[config.mk]
export PLATFORM = sky130hd
export DESIGN_NAME = skew_clock_banks
export DESIGN_NICKNAME = d
export VERILOG_FILES = /design/src/rtl/skew_bank_pkg.sv /design/src/rtl/skew_phase_ctr.sv /design/src/rtl/skew_pair_decode.sv /design/src/rtl/skew_pair_gate.sv /design/src/rtl/skew_clock_banks.sv
export SDC_FILE = /design/constraint.sdc
export NUM_CORES = 1
export LEC_CHECK = 0
export BUFFER_PORTS_ARGS = -buffer_cell sky130_fd_sc_hd__buf_2
export CAP_MARGIN = 20
export CORE_ASPECT_RATIO = 1.5
export CORE_MARGIN = 5
export CORE_UTILIZATION = 51
export CTS_CLUSTER_DIAMETER = 40
export CTS_CLUSTER_SIZE = 8
export DETAILED_ROUTE_END_ITERATION = 6
export GPL_ROUTABILITY_DRIVEN = 0
export PLACE_DENSITY_LB_ADDON = 0.2
export SYNTH_ARGS = -nofsm -noshare
export SYNTH_HDL_FRONTEND = slang
export SYNTH_SLANG_ARGS = --single-unit
[constraint.sdc]
create_clock -name clk_i -period 1.8 [get_ports clk_i]
set_input_delay 0.36 -clock clk_i [delete_from_list [all_inputs] [get_ports clk_i]]
set_output_delay 0.36 -clock clk_i [all_outputs]
set_load 0.02 [all_outputs]
[src/rtl/skew_bank_pkg.sv]
package skew_bank_pkg;
  typedef enum logic [1:0] {MODE_SKEW, MODE_DIV2, MODE_DIV4, MODE_INV} out_mode_e;
  typedef enum logic [1:0] {KIND_FINE, KIND_WIDE_DIV4, KIND_WIDE_INV} pair_kind_e;

  localparam logic [1:0] TRI_LO  = 2'b00;
  localparam logic [1:0] TRI_MID = 2'b01;
  localparam logic [1:0] TRI_HI  = 2'b10;

  function automatic logic [1:0] tri_norm(logic [1:0] d);
    return (d == 2'b11) ? TRI_MID : d;
  endfunction

  function automatic logic [3:0] tri_index(logic [1:0] hi, logic [1:0] lo);
    return {2'b00, tri_norm(hi)} * 4'd3 + {2'b00, tri_norm(lo)};
  endfunction
endpackage

[src/rtl/skew_phase_ctr.sv]
module skew_phase_ctr #(
  parameter int CNT_W = 7
) (
  input  logic             clk_i,
  input  logic             rst_ni,
  output logic [CNT_W-1:0] cnt_o
);
  always_ff @(posedge clk_i or negedge rst_ni) begin
    if (!rst_ni) cnt_o <= '0;
    else         cnt_o <= cnt_o + 1'b1;
  end

  a_r2_count_step: assert property (@(posedge clk_i) disable iff (!rst_ni)
    $past(rst_ni) |-> (cnt_o == CNT_W'($past(cnt_o) + 1'b1)));
endmodule

[src/rtl/skew_pair_decode.sv]
module skew_pair_decode
  import skew_bank_pkg::*;
#(
  parameter pair_kind_e KIND  = KIND_FINE,
  parameter int         OFF_W = 6
) (
  input  logic [3:0]              code_i,
  input  logic [1:0]              fs_i,
  output out_mode_e               mode_o,
  output logic signed [OFF_W-1:0] offset_o
);
  logic [3:0]              idx;
  logic signed [OFF_W-1:0] units;

  always_comb begin
    idx    = tri_index(code_i[3:2], code_i[1:0]);
    mode_o = MODE_SKEW;
    units  = '0;
    if (KIND == KIND_FINE) begin
      units = OFF_W'(int'(idx) - 4);
    end else if (idx == 4'd0) begin
      mode_o = MODE_DIV2;
    end else if (idx == 4'd8) begin
      mode_o = (KIND == KIND_WIDE_DIV4) ? MODE_DIV4 : MODE_INV;
    end else begin
      units = OFF_W'((int'(idx) - 4) * 2);
    end
    case (tri_norm(fs_i))
      TRI_LO:  offset_o = units;
      TRI_HI:  offset_o = units <<< 2;
      default: offset_o = units <<< 1;
    endcase
  end
endmodule

[src/rtl/skew_pair_gate.sv]
module skew_pair_gate
  import skew_bank_pkg::*;
#(
  parameter int PHASE_W = 5,
  parameter int CNT_W   = PHASE_W + 2,
  parameter int OFF_W   = PHASE_W + 1
) (
  input  logic                    clk_i,
  input  logic                    rst_ni,
  input  logic [CNT_W-1:0]        cnt_i,
  input  out_mode_e               mode_i,
  input  logic signed [OFF_W-1:0] offset_i,
  input  logic                    pe_i,
  input  logic                    stop_i,
  output logic                    q_o
);
  logic [PHASE_W-1:0] phase;
  logic wave_hi, raw, idle, en_q, en_d;

  // negative offsets wrap modulo the period
  assign phase = cnt_i[PHASE_W-1:0] - offset_i[PHASE_W-1:0];

  always_comb begin
    case (mode_i)
      MODE_DIV2: wave_hi = ~cnt_i[PHASE_W];
      MODE_DIV4: wave_hi = ~cnt_i[PHASE_W+1];
      MODE_INV:  wave_hi = phase[PHASE_W-1];
      default:   wave_hi = ~phase[PHASE_W-1];
    endcase
    raw  = pe_i ? wave_hi : ~wave_hi;
    idle = (mode_i == MODE_INV) ? pe_i : ~pe_i;
    en_d = (raw == idle) ? ~stop_i : en_q;
  end

  always_ff @(posedge clk_i or negedge rst_ni) begin
    if (!rst_ni) begin
      en_q <= 1'b1;
      q_o  <= 1'b0;
    end else begin
      en_q <= en_d;
      q_o  <= en_d ? raw : idle;
    end
  end

  a_r10_gate_at_idle: assert property (@(posedge clk_i) disable iff (!rst_ni)
    (en_q != $past(en_q)) |-> (q_o == $past(idle)));
  a_r8_run_when_free: assert property (@(posedge clk_i) disable iff (!rst_ni)
    (!stop_i && raw == idle) |=> en_q);
  a_r9_stopped_idle: assert property (@(posedge clk_i) disable iff (!rst_ni)
    (!en_q && $past(rst_ni)) |-> (q_o == $past(idle)));
endmodule

[src/rtl/skew_clock_banks.sv]
module skew_clock_banks
  import skew_bank_pkg::*;
#(
  parameter int PHASE_W     = 5,
  parameter int N_PAIRS     = 4,
  parameter int EXEMPT_PAIR = 1
) (
  input  logic                   clk_i,
  input  logic                   rst_ni,
  input  logic [1:0]             fs_i,
  input  logic                   pe_i,
  input  logic                   soe_i,
  input  logic [1:0]             test_i,
  input  logic [4*N_PAIRS-1:0]   sel_i,
  output logic [2*N_PAIRS-1:0]   q_o
);
  localparam int CNT_W = PHASE_W + 2;
  localparam int OFF_W = PHASE_W + 1;

  logic [CNT_W-1:0] cnt;
  logic             test_mid;

  assign test_mid = (tri_norm(test_i) == TRI_MID);

  skew_phase_ctr #(.CNT_W(CNT_W)) u_ctr (
    .clk_i(clk_i), .rst_ni(rst_ni), .cnt_o(cnt)
  );

  for (genvar g = 0; g < N_PAIRS; g++) begin : g_pair
    localparam pair_kind_e KIND = (g < 2) ? KIND_FINE :
                                  (g == 2) ? KIND_WIDE_DIV4 : KIND_WIDE_INV;
    out_mode_e               mode;
    logic signed [OFF_W-1:0] offset;
    logic                    code_ll, stop, pair_q;

    assign code_ll = (tri_index(sel_i[4*g+3 -: 2], sel_i[4*g+1 -: 2]) == 4'd0);
    assign stop    = soe_i && ((g != EXEMPT_PAIR) || (test_mid && code_ll));

    skew_pair_decode #(.KIND(KIND), .OFF_W(OFF_W)) u_dec (
      .code_i(sel_i[4*g +: 4]), .fs_i(fs_i), .mode_o(mode), .offset_o(offset)
    );

    skew_pair_gate #(.PHASE_W(PHASE_W), .CNT_W(CNT_W), .OFF_W(OFF_W)) u_gate (
      .clk_i(clk_i), .rst_ni(rst_ni), .cnt_i(cnt), .mode_i(mode),
      .offset_i(offset), .pe_i(pe_i), .stop_i(stop), .q_o(pair_q)
    );

    assign q_o[2*g +: 2] = {2{pair_q}};
  end
endmodule

==> results of run 1 <==
[worst reg2reg max path, cell delays in order (launching register included)]
cell,delay (ns)
dfrtp_1,0.38
or4b_1,0.46
a21o_1,0.20
a21oi_2,0.15
xnor3_1,0.36
o211ai_2,0.19
xor2_1,0.16
[final timing paths]
check	from	end	slack [ns]	cells past startpoint
max reg2reg	u_ctr.cnt_o[1]$_DFF_PN0_	g_pair[2].u_gate.q_o$_DFF_PN0_	-0.18	6
min	rst_ni	u_ctr.cnt_o[2]$_DFF_PN0_	0.005	1
min in group clk_i	soe_i	g_pair[0].u_gate.en_q$_DFF_PN1_	0.39	2
max	sel_i[15]	g_pair[3].u_gate.en_q$_DFF_PN1_	-1.30	15
min reg2reg	u_ctr.cnt_o[0]$_DFF_PN0_	u_ctr.cnt_o[0]$_DFF_PN0_	0.49	1
max in group asynchronous	rst_ni	g_pair[2].u_gate.en_q$_DFF_PN1_	1.50	1
[layout make-up]
| cell class | count | area [um^2] | area share [%] |
|---|---|---|---|
| clock buffer | 3 | 41.3 | 1.56 |
| clock inverter | 1 | 5.00 | 0.189 |
| inverter | 16 | 60.1 | 2.26 |
| multi-input combinational | 167 | 1560 | 58.6 |
| sequential | 15 | 380 | 14.3 |
| tap | 43 | 53.8 | 2.03 |
| timing repair buffer | 78 | 558 | 21.0 |
[layer usage]
layer | vias up | global-route usage [%] | wire, um
li1 | 877 | - | -
met1 | 817 | 19.1 | 1640
met2 | 43 | 36.1 | 2530
met3 | 11 | 1.54 | 177
met4 | 0 | 8.67 | 114
met5 | - | 0 | 0
[metrics by stage]
stage / total power, W / setup TNS [ns] / hold slack, ns / setup slack (ns)
finish: 0.00178 / -9.07 / 0.00470 / -1.30
global route: 0.00192 / -10.13 / 0.0187 / -1.44
CTS: 0.00173 / -9.20 / 0.00870 / -1.31
detailed placement: 0.00138 / -11.80 / 0.278 / -1.68
global placement: 0.00135 / -11.30 / 0.272 / -1.59
floorplan: 0.00119 / -9.84 / 0.0644 / -1.31
[sequential cells by signal, indices dropped and copies added, names as in the netlist]
| register | count |
|---|---|
| g_pair.u_gate.q_o | 4 |
| u_ctr.cnt_o | 7 |
| g_pair.u_gate.en_q | 4 |
[logic make-up after synthesis]
| family | Yosys count |
|---|---|
| mux | 6 |
| fa+ha+maj | 32 |
| flops | 15 |
| xor+xnor | 17 |
| compound gates | 45 |
| simple gates | 67 |
| buf+inv | 38 |
[what timing repair did]
| action | 4_1_cts | 5_1_grt |
|---|---|---|
| pin swaps | 28 | 24 |
| hold buffers | 0 | 0 |
| endpoints found under the setup margin | 8 | 8 |
| resized for setup | 22 | 12 |
| setup buffers | 3 | 1 |
[layout by cell type, fill, tap and decap left out, types with 4 or more instances in the layout]
cell and instances:
buf_4 47, buf_2 23, ha_1 16, nand2_1 13
inv_1 12, nor2_1 11, ha_4 11, dfrtp_1 11
a21oi_1 9, buf_6 8, nand2b_1 7, nor2b_1 7
xnor2_1 7, nand3_1 7, xor2_1 6, o21ai_0 5
inv_2 4, or2_4 4, o21ai_1 4, nor3_1 4
dfstp_2 4
[power by group through the flow]
stage | sequential [W] | combinational, W | clock (W)
after floorplan | 0.000457 | 0.000731 | 0
after global placement | 0.000477 | 0.000875 | 0
after detailed placement | 0.000484 | 0.000898 | 0
after CTS | 0.000480 | 0.000971 | 0.000281
after global routing | 0.000487 | 0.00113 | 0.000304
final | 0.000480 | 0.00102 | 0.000275
==> impl_metrics.py, run 1 <==
metrics = {
    "floorplan": {
        "ios": 32,
        "start_util_pct": 51.9,
        "core_area_um2": 3610,
        "rows": 27,
        "die_h_um": 84.3,
        "fp.dieArea_um2": 5020,
        "chipWidth_um": 59.5,
    },
    "finish": {
        "area_growth_pct": 41.5,
        "final_util_pct": 73.4,
        "fin_area_um2": 2650,
        "fin_nets": 337,
        "n_fill_cell": 284,
        "n_antenna_cell": 0,
        "drive_above_1_share_pct": 45.7,
        "final_cells": 323,
    },
    "synthesis": {
        "yosysTopAreaCellShare_pct": 18.7,
        "synth_flop_cell": "dfrtp_1",
        "netlist_instances": 220,
        "yosysUniqueCellTypes": 50,
        "yosysTopAreaCell": "ha_1",
        "synth.area.top_cells": "ha_1 (19%), dfrtp_1 (15%), dfstp_2 (5.6%)",
        "synth_xor_area_share_pct": 8.67,
        "synth.avg_cell_area_um2": 8.53,
        "async_reset_ff_share_pct": 100,
        "syn_nets": 276,
        "post-synth-top-count-cell": "ha_1",
        "synth_top_family_by_area": "adder cells",
        "synthSimpleGateAreaFrac_pct": 19.1,
        "ys_ff_latch": 15,
        "netlist_area_um2": 1880,
        "yosys-top-cells-count": "ha_1 (28), inv_1 (16), nand2_1 (13), nor2_1 (12)",
        "yosysWarnings": 0,
        "seq_area_frac_synth_pct": 20.3,
        "synth_edf_count": 0,
        "synth_fa_ha_area_share_pct": 22.9,
        "synth_compound_area_share_pct": 15.8,
        "synthMuxAreaShare_pct": 3.40,
    },
    "grt": {
        "antenna_found_initial": 0,
        "grtUsageTotal_pct": 18.7,
        "grt_max_degree": 16,
        "grt_pass1_wl_um": 7400,
        "grt.overflow.total": 0,
        "grt_pass1_vias": 1846,
    },
    "power_and_ir_drop": {
        "p_sw_share_pct": 38.5,
        "leakage_nw": 1.25,
        "pwr-share-comb_pct": 57.6,
        "clock_power_share_pct": 15.5,
        "vdd_ir_drop_max_mv": 0.581,
        "seq_power_share_pct": 27.0,
        "power.switching_w": 0.000685,
        "power_density_nw_per_um2": 670,
        "internal-power_w": 0.00109,
    },
    "setup_path": {
        "cp_slowest_cell": "fa_2",
        "required_ns": 1.96,
        "start_kind": "input pin",
        "worstPathArrival_ns": 3.25,
        "path_delay_family": "adder cells",
        "path_common_cell": "ha_4",
        "crit_fanout": 3,
        "max_stage_delay_ns": 0.43,
        "critPathBufInv": 2,
        "path_class": "in2reg",
        "endpoint_kind": "register",
        "crit_path_cell_trace": "buf_6 > or2_4 > ha_4 > ha_4 > inv_2 > fa_2 > mux2_4 > o22ai_4 > ha_4 > a21oi_4 > o21ai_4 > xnor2_2 > xnor2_2 > o21bai_1 > o211ai_1",
    },
    "sta": {
        "relSlewSlack_pct": 72.4,
        "setup_violations": 8,
        "rsz0062_at_grt": "true",
        "fin_crit_sh_pct": 172,
        "min_period_ns": 3.10,
        "tightest_slew_ns": 0.414,
        "fmax_ghz": 0.323,
        "finClkSkew_ns": 0.00435,
        "finalHoldViolCount": 0,
        "slew_viol_final": 0,
        "timing.final.ws_setup_ns": -1.30,
    },
    "drt": {
        "wire_per_inst_um": 13.8,
        "drc_errors": 0,
        "drtIter0Drc": 65,
        "vias": 1748,
        "drt_first_pass_iters": 6,
        "post_drt_via_cell_ratio": 5.41,
        "routed_wirelength_um": 4460,
        "drtAntennaViolNets": 0,
    },
    "flow_run": {
        "maxCapViolCount": 0,
    },
    "clock_network": {
        "clock_path_buffers": 2,
        "clock-sinks": 15,
        "cts_htree_levels": 1,
        "cts_tree": "done",
        "cts_root_buffer": "clkbuf_8",
        "insertion_delay_ns": 0.25,
        "clkTransAtPathRegs_ns": 0.06,
        "cts-buffers-inserted": 3,
    },
    "outcome": {
        "outcome": "finished, violations left",
        "violations": "negative setup slack",
    },
    "placement": {
        "portBuffers": 30,
        "placed_area_um2": 2380,
        "hpwl_um": 3590,
        "place_inst": 315,
    },
    "hold_path": {
        "hold_path.class": "in2async",
    },
}
Note: power is estimated with default switching activity, not from simulation.
==> inputs of run 2 (changes only) <==
- CORE_ASPECT_RATIO: 1.5 -> 1.1
==> run 2 against run 1 <==
Compared with the run above:
- the run still ends with negative setup slack left
- clock skew decreased by 0.00076 ns
- via count down 1.0%
- flip-flop and latch count is the same
- sequential share of layout area hardly changed
- global-route usage fell by 1.7 points
- non-clock buffer count rose by 1
- final area up 0.19%
- core utilization is 0.50 points higher
- critical path depth rose by 2
- largest cell class unchanged
- highest routed layer unchanged
==> impl_metrics.py, run 2 (synthesis results as in run 1) <==
metrics = {
    "outcome": {
        "violations": "negative setup slack",
        "outcome": "finished, violations left",
    },
    "clock_network": {
        "hold_buffers": 0,
        "cts_htree_levels": 1,
        "insertion_delay_ns": 0.25,
        "cts_tree": "done",
        "clock_path_buffers": 2,
        "clkTransAtPathRegs_ns": 0.06,
        "cts_root_buffer": "clkbuf_8",
        "clock-sinks": 15,
        "cts-buffers-inserted": 3,
    },
    "setup_path": {
        "critPathBufInv": 3,
        "rr_endpoint": "g_pair[2].u_gate.q_o$_DFF_PN0_",
        "max_stage_delay_ns": 0.46,
        "rrSetupSlack_ns": -0.22,
        "path_class": "in2reg",
        "timing.rr.start": "u_ctr.cnt_o[1]$_DFF_PN0_",
        "worstPathArrival_ns": 3.19,
        "critical_path.startpoint": "sel_i[2]",
        "crit_fanout": 2,
        "path_delay_family": "adder cells",
        "reg2regPathDepth": 6,
        "start_kind": "input pin",
        "cp-endpoint": "g_pair[0].u_gate.q_o$_DFF_PN0_",
        "crit_path_cell_trace": "buf_6 > or2_4 > ha_4 > ha_4 > inv_2 > fa_1 > ha_1 > inv_1 > mux2i_1 > nor2_1 > a21oi_1 > ha_1 > a21oi_2 > o21ai_1 > xnor2_1 > nand2_1 > xor2_1",
        "cp_slowest_cell": "fa_1",
        "worst-path-stages": 17,
        "endpoint_kind": "register",
        "required_ns": 1.93,
    },
    "power_and_ir_drop": {
        "clock_power_share_pct": 15.6,
        "internal-power_w": 0.00108,
        "power.switching_w": 0.000661,
        "seq_power_share_pct": 27.2,
        "p_sw_share_pct": 37.9,
        "power_density_nw_per_um2": 657,
        "pwr-share-comb_pct": 57.2,
        "vdd_ir_drop_max_mv": 0.318,
        "leakage_nw": 1.24,
    },
    "sta": {
        "finClkSkew_ns": 0.00359,
        "setup_violations": 8,
        "fmax_ghz": 0.327,
        "tightest_slew_ns": 0.387,
        "min_period_ns": 3.06,
        "relSlewSlack_pct": 74.2,
        "timing.final.ws_setup_ns": -1.26,
        "setup_tns_ns": -8.89,
        "fin_crit_sh_pct": 170,
        "slew_viol_final": 0,
        "finalHoldViolCount": 0,
        "rsz0062_at_grt": "true",
    },
    "drt": {
        "vias": 1730,
        "drtAntennaViolNets": 0,
        "routed_wirelength_um": 4410,
        "drt_first_pass_iters": 4,
        "drc_errors": 0,
        "drtIter0Drc": 72,
        "post_drt_via_cell_ratio": 5.23,
        "wire_per_inst_um": 13.3,
    },
    "floorplan": {
        "core_area_um2": 3600,
        "rows": 23,
        "ios": 32,
        "die_h_um": 73.6,
        "fp.dieArea_um2": 4990,
        "chipWidth_um": 67.8,
        "start_util_pct": 52.1,
    },
    "placement": {
        "hpwl_um": 3320,
        "portBuffers": 30,
        "dpl_worst_slack_ns": -1.55,
        "place_inst": 323,
    },
    "flow_run": {
        "maxCapViolCount": 0,
    },
    "grt": {
        "grt.overflow.total": 0,
        "grt_pass1_vias": 1576,
        "grtUsageTotal_pct": 17.0,
        "grt_pass1_wl_um": 6570,
        "grt_max_degree": 16,
        "antenna_found_initial": 0,
    },
    "finish": {
        "top_register": "u_ctr.cnt_o",
        "fin_nets": 338,
        "n_antenna_cell": 0,
        "final_common_cell": "buf_4",
        "drive_above_1_share_pct": 45.9,
        "final_cells": 331,
        "largestRegisters": "u_ctr.cnt_o: 7 flops, g_pair.u_gate.en_q: 4 flops, g_pair.u_gate.q_o: 4 flops",
        "final_cell_mix": "buf_4 (48), buf_2 (23), ha_1 (16)",
        "final_util_pct": 73.9,
        "largest_reg_flops": 7,
        "area_growth_pct": 41.8,
    },
    "hold_path": {
        "hold_path.class": "in2async",
    },
}
[run 2: how the worst min path moves through the flow]
stage                start                        endpoint  slack [ns]  depth (start not counted)
floorplan           rst_ni  g_pair[0].u_gate.q_o$_DFF_PN0_        0.06                          0
global placement    rst_ni  g_pair[2].u_gate.q_o$_DFF_PN0_        0.27                          1
detailed placement  rst_ni  g_pair[2].u_gate.q_o$_DFF_PN0_        0.28                          1
CTS                 rst_ni        u_ctr.cnt_o[6]$_DFF_PN0_       0.007                          1
global route        rst_ni        u_ctr.cnt_o[6]$_DFF_PN0_        0.03                          1
finish              rst_ni        u_ctr.cnt_o[6]$_DFF_PN0_       0.004                          1
[run 2: timing repair]
action                                  in CTS  in global routing
gates resized for setup                     20                 13
endpoints found under the setup margin       8                  8
pin swaps                                   31                 13
endpoints found under the hold margin        0                  0
buffers inserted                             0                  4
gates cloned                                 0                  0
[run 2: per-stage QoR]
| step | area (um^2) | hold WS, ns | total power (W) |
|---|---|---|---|
| 2_1_floorplan | 1970 | 0.0644 | 0.00119 |
| 3_3_place_gp | 2410 | 0.269 | 0.00136 |
| 3_5_place_dp | 2410 | 0.278 | 0.00138 |
| 4_1_cts | 2560 | 0.00705 | 0.00170 |
| 5_1_grt | 2660 | 0.0276 | 0.00187 |
| 6_report | 2660 | 0.00449 | 0.00175 |
[run 2: per-layer routing]
metal  up-vias  global-route usage, %  share of wire (%)
li1        879                      -                  -
met1       817                   19.7                 41
met3         2                   2.29                3.3
met5         -                      0                  0
met4         0                   2.21               0.25
met2        32                   33.3                 56
[run 2: final cells by class]
class	instances	area (um^2)
Timing Repair Buffer	79	574
Sequential cell	15	380
Clock buffer	4	45.0
Multi-Input combinational cell	167	1540
Tap cell	50	62.6
Fill cell	266	938
Inverter	16	60.1
[run 2: worst reg2reg max path, stage by stage (launching register included)]
cell	delay (ns)
dfrtp_1	0.37
or4b_1	0.48
a21o_1	0.22
a21oi_2	0.16
xnor3_1	0.36
o211ai_2	0.18
xor2_1	0.17
[run 2: power groups by stage]
stage	Sequential, W	Combinational (W)	Clock (W)
3_3_place_gp	0.000478	0.000878	0
4_1_cts	0.000474	0.000946	0.000278
6_report	0.000475	0.000999	0.000272
5_1_grt	0.000483	0.00109	0.000295
2_1_floorplan	0.000457	0.000731	0
3_5_place_dp	0.000478	0.000899	0
